$ cat src/rtl/silence_pkg.sv
package silence_pkg;

   // Channel indices within a packed frame
   localparam int CH_LEFT  = 0;
   localparam int CH_RIGHT = 1;
   localparam int NUM_CH   = 2;

   // Counter implementation variants
   typedef enum logic [0:0] {
      CTR_UP   = 1'b0,
      CTR_DOWN = 1'b1
   } ctr_style_e;

   // Per-frame decision handed from the classifier to the run counter
   typedef struct packed {
      logic step;   // silent frame accepted
      logic clear;  // non-silent frame accepted
   } run_ctl_t;

   // Width needed to hold values 0..max_val
   function automatic int count_width(input int max_val);
      int w;
      w = 1;
      while ((1 << w) <= max_val) w++;
      return w;
   endfunction

endpackage

$ cat src/rtl/silence_zero_cmp.sv
module silence_zero_cmp
   import silence_pkg::*;
#(
   parameter int SAMPLE_W = 24,
   parameter int CHANNELS = NUM_CH
) (
   input  logic [CHANNELS-1:0][SAMPLE_W-1:0] smp,
   output logic                              all_zero
);

   logic [CHANNELS-1:0] ch_zero;

   generate
      if (SAMPLE_W < 1) begin : g_bad_width
         $error("silence_zero_cmp: SAMPLE_W must be at least 1");
      end
      if (CHANNELS < 1) begin : g_bad_ch
         $error("silence_zero_cmp: CHANNELS must be at least 1");
      end
      for (genvar g = 0; g < CHANNELS; g++) begin : g_ch
         // exact-zero test, no tolerance band
         assign ch_zero[g] = ~|smp[g];
      end
   endgenerate

   assign all_zero = &ch_zero;

endmodule

$ cat src/rtl/silence_run_ctr.sv
module silence_run_ctr
   import silence_pkg::*;
#(
   parameter int         THRESH = 8192,
   parameter ctr_style_e STYLE  = CTR_UP,
   localparam int        CNT_W  = count_width(THRESH)
) (
   input  logic     clk,
   input  logic     rst,
   input  run_ctl_t ctl,
   output logic     reached_d
);

   localparam logic [CNT_W-1:0] LIMIT = CNT_W'(THRESH);

   generate
      if (THRESH < 1) begin : g_bad_thresh
         $error("silence_run_ctr: THRESH must be at least 1");
      end

      if (STYLE == CTR_UP) begin : g_up
         // counts silent frames from zero upward, holds at LIMIT
         logic [CNT_W-1:0] cnt_q, cnt_d;

         always_comb begin
            cnt_d = cnt_q;
            if (ctl.clear)
               cnt_d = '0;
            else if (ctl.step && (cnt_q != LIMIT))
               cnt_d = cnt_q + 1'b1;
         end

         always_ff @(posedge clk) begin
            if (rst) cnt_q <= '0;
            else     cnt_q <= cnt_d;
         end

         assign reached_d = (cnt_d == LIMIT);
      end else begin : g_down
         // counts remaining frames down to zero, holds at zero
         logic [CNT_W-1:0] rem_q, rem_d;

         always_comb begin
            rem_d = rem_q;
            if (ctl.clear)
               rem_d = LIMIT;
            else if (ctl.step && (rem_q != '0))
               rem_d = rem_q - 1'b1;
         end

         always_ff @(posedge clk) begin
            if (rst) rem_q <= LIMIT;
            else     rem_q <= rem_d;
         end

         assign reached_d = (rem_d == '0);
      end
   endgenerate

endmodule

$ cat src/rtl/silence_flag_reg.sv
module silence_flag_reg (
   input  logic clk,
   input  logic rst,
   input  logic load,
   input  logic load_val,
   output logic flag_q
);

   always_ff @(posedge clk) begin
      if (rst)       flag_q <= 1'b0;
      else if (load) flag_q <= load_val;
   end

endmodule

$ cat src/rtl/stereo_silence_detect.sv
module stereo_silence_detect
   import silence_pkg::*;
#(
   parameter int         SAMPLE_W = 24,
   parameter int         THRESH   = 8192,
   parameter ctr_style_e STYLE    = CTR_UP
) (
   input  logic                clk,
   input  logic                rst,
   input  logic                frame_vld,
   input  logic [SAMPLE_W-1:0] left_smp,
   input  logic [SAMPLE_W-1:0] right_smp,
   output logic                silent_o
);

   logic [NUM_CH-1:0][SAMPLE_W-1:0] frame_smp;
   logic                            frame_zero;
   run_ctl_t                        run_ctl;
   logic                            run_reached;

   assign frame_smp[CH_LEFT]  = left_smp;
   assign frame_smp[CH_RIGHT] = right_smp;

   silence_zero_cmp #(
      .SAMPLE_W (SAMPLE_W),
      .CHANNELS (NUM_CH)
   ) u_cmp (
      .smp      (frame_smp),
      .all_zero (frame_zero)
   );

   assign run_ctl.step  = frame_vld &  frame_zero;
   assign run_ctl.clear = frame_vld & ~frame_zero;

   silence_run_ctr #(
      .THRESH (THRESH),
      .STYLE  (STYLE)
   ) u_ctr (
      .clk       (clk),
      .rst       (rst),
      .ctl       (run_ctl),
      .reached_d (run_reached)
   );

   silence_flag_reg u_flag (
      .clk      (clk),
      .rst      (rst),
      .load     (frame_vld),
      .load_val (run_reached),
      .flag_q   (silent_o)
   );

endmodule

$ cat config.mk
export PLATFORM = sky130hd
export DESIGN_NAME = stereo_silence_detect
export DESIGN_NICKNAME = d
export VERILOG_FILES = /design/src/rtl/silence_pkg.sv /design/src/rtl/silence_zero_cmp.sv /design/src/rtl/silence_run_ctr.sv /design/src/rtl/silence_flag_reg.sv /design/src/rtl/stereo_silence_detect.sv
export SDC_FILE = /design/constraint.sdc
export NUM_CORES = 1
export LEC_CHECK = 0
export BUFFER_PORTS_ARGS = -buffer_cell sky130_fd_sc_hd__buf_2
export CAP_MARGIN = 15
export CORE_ASPECT_RATIO = 1.4
export CORE_MARGIN = 5
export CORE_UTILIZATION = 45
export DETAILED_ROUTE_END_ITERATION = 8
export GPL_TIMING_DRIVEN = 0
export PLACE_DENSITY = 0.81
export SLEW_MARGIN = 20
export SYNTH_ARGS = -nofsm -noshare
export SYNTH_HDL_FRONTEND = slang
export SYNTH_SLANG_ARGS = --single-unit
$ cat constraint.sdc
create_clock -name clk -period 3.4 [get_ports clk]
set_clock_uncertainty 0.05 [all_clocks]
set_input_delay 0.68 -clock clk [delete_from_list [all_inputs] [get_ports clk]]
set_output_delay 0.68 -clock clk [all_outputs]
set_load 0.01 [all_outputs]
==> impl_metrics.env <==
export IMPL_run_status="finished, final reports clean"
export IMPL_seq_area_frac_synth_pct=27.09
export IMPL_final_area_um2=1428
export IMPL_cts_clk_slew_worst_paths_ps=100
export IMPL_numCtsBuffers=3
export IMPL_coreArea_um2=2391
export IMPL_start_kind="flop"
export IMPL_powerDensity_nw_per_um2=229.6
export IMPL_hold_viol=0
export IMPL_final_cell_mix="buf_2 (53), nor2_1 (21), dfxtp_1 (15), nor4_1 (13), o21ai_0 (11)"
export IMPL_fin_crit_ps=2426
export IMPL_areaGrowthSynthToFinish_pct=28.78
export IMPL_tightest_slew_ps=495.8
export IMPL_grt_max_degree=11
export IMPL_clk_latency_ps=300
export IMPL_drtPass1Iterations=4
export IMPL_timing_final_ws_setup_ps=973.7
export IMPL_rsz0062_at_grt="false"
export IMPL_cts_root_buffer="clkbuf_4"
export IMPL_cts_sinks=15
export IMPL_p_sw_share_pct=25.23
export IMPL_grt_pass1_vias=1369
export IMPL_r2r_slack_ps=970
export IMPL_crit_arrival_ps=2630
export IMPL_intPower_mw=0.2450
export IMPL_placed_cells=233
export IMPL_cap_violations=0
export IMPL_ys_async_sr_fraction_pct=0
export IMPL_syn_inst=149
export IMPL_hpwl_um=2615
export IMPL_die_y_um=68.73
export IMPL_grt_overflow=0
export IMPL_via_per_inst=5.848
export IMPL_clockPowerShare_pct=34.1
export IMPL_fin_setup_tns_ps=0
export IMPL_yosys_warnings=0
export IMPL_hold_path_depth=1
export IMPL_antenna_cells=0
export IMPL_cts_setup_buffers=0
export IMPL_drtIter0Drc=53
export IMPL_fin_cells=237
export IMPL_detail_route_wl_per_cell_um=13.81
export IMPL_synth_edff_count=0
export IMPL_fin_crit_sh_pct=71.36
export IMPL_fp_dieW_um=51.95
export IMPL_initial_utilization_pct=46.36
export IMPL_rr_worst_depth=7
export IMPL_grt_pass1_wl_um=5271
export IMPL_clock_path_buffers=2
export IMPL_fp_row_count=21
export IMPL_hold_buffers=0
export IMPL_dpl_cell_area_um2=1401
export IMPL_dieArea_um2=3570
export IMPL_crit_required_ps=3610
export IMPL_syn_area_um2=1109
export IMPL_layout_commonest_cell="buf_2"
export IMPL_synth_distinct_cells=38
export IMPL_end_kind="flop"
export IMPL_htreeDepth=1
export IMPL_dp_slack_ps=856.1
export IMPL_r2r_end="u_flag.flag_q"
export IMPL_seq_power_share_pct=53.6
export IMPL_drive_gt1_share_pct=32.02
export IMPL_drv_slew=0
export IMPL_endpoint="u_flag.flag_q"
export IMPL_p_switching_mw=0.08267
export IMPL_tritoncts="done"
export IMPL_combPwrFrac_pct=12.4
export IMPL_cts_resized=0
export IMPL_io_buffers=50
export IMPL_vdd_drop_max_mv=0.1394
export IMPL_setup_viol=0
export IMPL_gp_congestion=0.9202
export IMPL_crit_type="flop to flop"
export IMPL_maxSlewHeadroom_pct=66.95
export IMPL_grt_use_total_pct=18.99
export IMPL_fmax_mhz=412.2
export IMPL_antenna_found_initial=0
export IMPL_worstSetupStartpoint="u_ctr.g_up.cnt_q[0]"
export IMPL_power_static_leakage_nw=0.5885
export IMPL_io_pins=52
export IMPL_synth_top_flop_cell="dfxtp_1"
export IMPL_synthesis_nets=202
export IMPL_drc=0
export IMPL_postSynthAreaPerCell_um2=7.440
export IMPL_via_count=1386
export IMPL_drt_wl_total_um=3274
export IMPL_finish_net_count=257
export IMPL_ys_seq_elements=15
export IMPL_worstPathMaxFanout=7
export IMPL_rr_startpoint="u_ctr.g_up.cnt_q[0]"
export IMPL_hold_path_class="flop to flop"
export IMPL_postRouteAntennaNets=0
[worst max-delay path, cell delays in order (launching register included)]
cell and delay [ps]:
dfxtp_1 430, ha_1 270, nand4_2 250, or3_4 460, nor2_1 170, nand3_1 100
a2111oi_1 460, a22o_1 180
[per-stage QoR]
| step | util (%) | power (mW) | hold slack (ps) |
|---|---|---|---|
| after floorplan | - | 0.1888 | 436.1 |
| after global placement | 58.61 | 0.2182 | 411.2 |
| after detailed placement | 58.61 | 0.2203 | 427.9 |
| after CTS | 59.71 | 0.3277 | 450.7 |
| after global routing | 59.71 | 0.3352 | 466.5 |
| final | 59.71 | 0.3277 | 441.5 |
[cells in the mapped netlist (all sizes together), types with 4 or more instances]
master   n  share of area, %
inv      6               2.0
a21oi   10               4.5
nand4    7               5.9
nor3     6               2.7
nand3    6               2.7
nand2    9               3.0
or3      6               4.3
o21ai   11               5.0
nor4    15                10
dfxtp   15                27
buf      4               2.4
nor2    21               7.1
[area by class of cell]
cell class,instances,area (um^2)
Buffer,7,38.79
Clock buffer,4,26.28
Fill cell,225,963.4
Inverter,6,22.52
Multi-Input combinational cell,121,747.0
Sequential cell,15,300.3
Tap cell,34,42.54
Timing Repair Buffer,50,250.2
[flip-flops by register name, indices dropped and copies added (netlist names)]
signal,flops
u_ctr.g_up.cnt_q,14
u_flag.flag_q,1
[power by group through the flow]
stage	Combinational, mW	Clock, mW	Sequential, mW
after floorplan	0.00920	0	0.180
after global placement	0.0386	0	0.180
after detailed placement	0.0407	0	0.180
after CTS	0.0407	0.111	0.176
after global routing	0.0449	0.115	0.176
final	0.0405	0.112	0.176
[worst min path at each step]
stage                                     from                   end  slack (ps)
after floorplan           u_ctr.g_up.cnt_q[13]  u_ctr.g_up.cnt_q[13]         440
after global placement           u_flag.flag_q         u_flag.flag_q         410
after detailed placement         u_flag.flag_q         u_flag.flag_q         430
after CTS                        u_flag.flag_q         u_flag.flag_q         450
after global routing             u_flag.flag_q         u_flag.flag_q         470
final                            u_flag.flag_q         u_flag.flag_q         440
[metal layers]
metal  share of wire (%)  vias to the layer above  wire length, um  global-route usage (%)
met3                 8.0                        8              261                   2.796
li1                    -                      665                -                       -
met5                   0                        -                0                       0
met1                  36                      644             1184                   21.64
met2                  54                       69             1765                   33.33
met4                 1.9                        0               62                   10.82
[cells by family (layout without fill, tap and decap cells)]
| family | after synthesis | after routing | share of synthesized area, % |
|---|---|---|---|
| flops | 15 | 15 | 27.09 |
| xor+xnor | 5 | 5 | 3.951 |
| simple gates | 81 | 81 | 43.34 |
| compound gates | 33 | 33 | 17.83 |
| buf+inv | 13 | 67 | 5.530 |
| fa+ha+maj | 2 | 2 | 2.257 |
No activity file was read; power rests on OpenSTA's default activity.
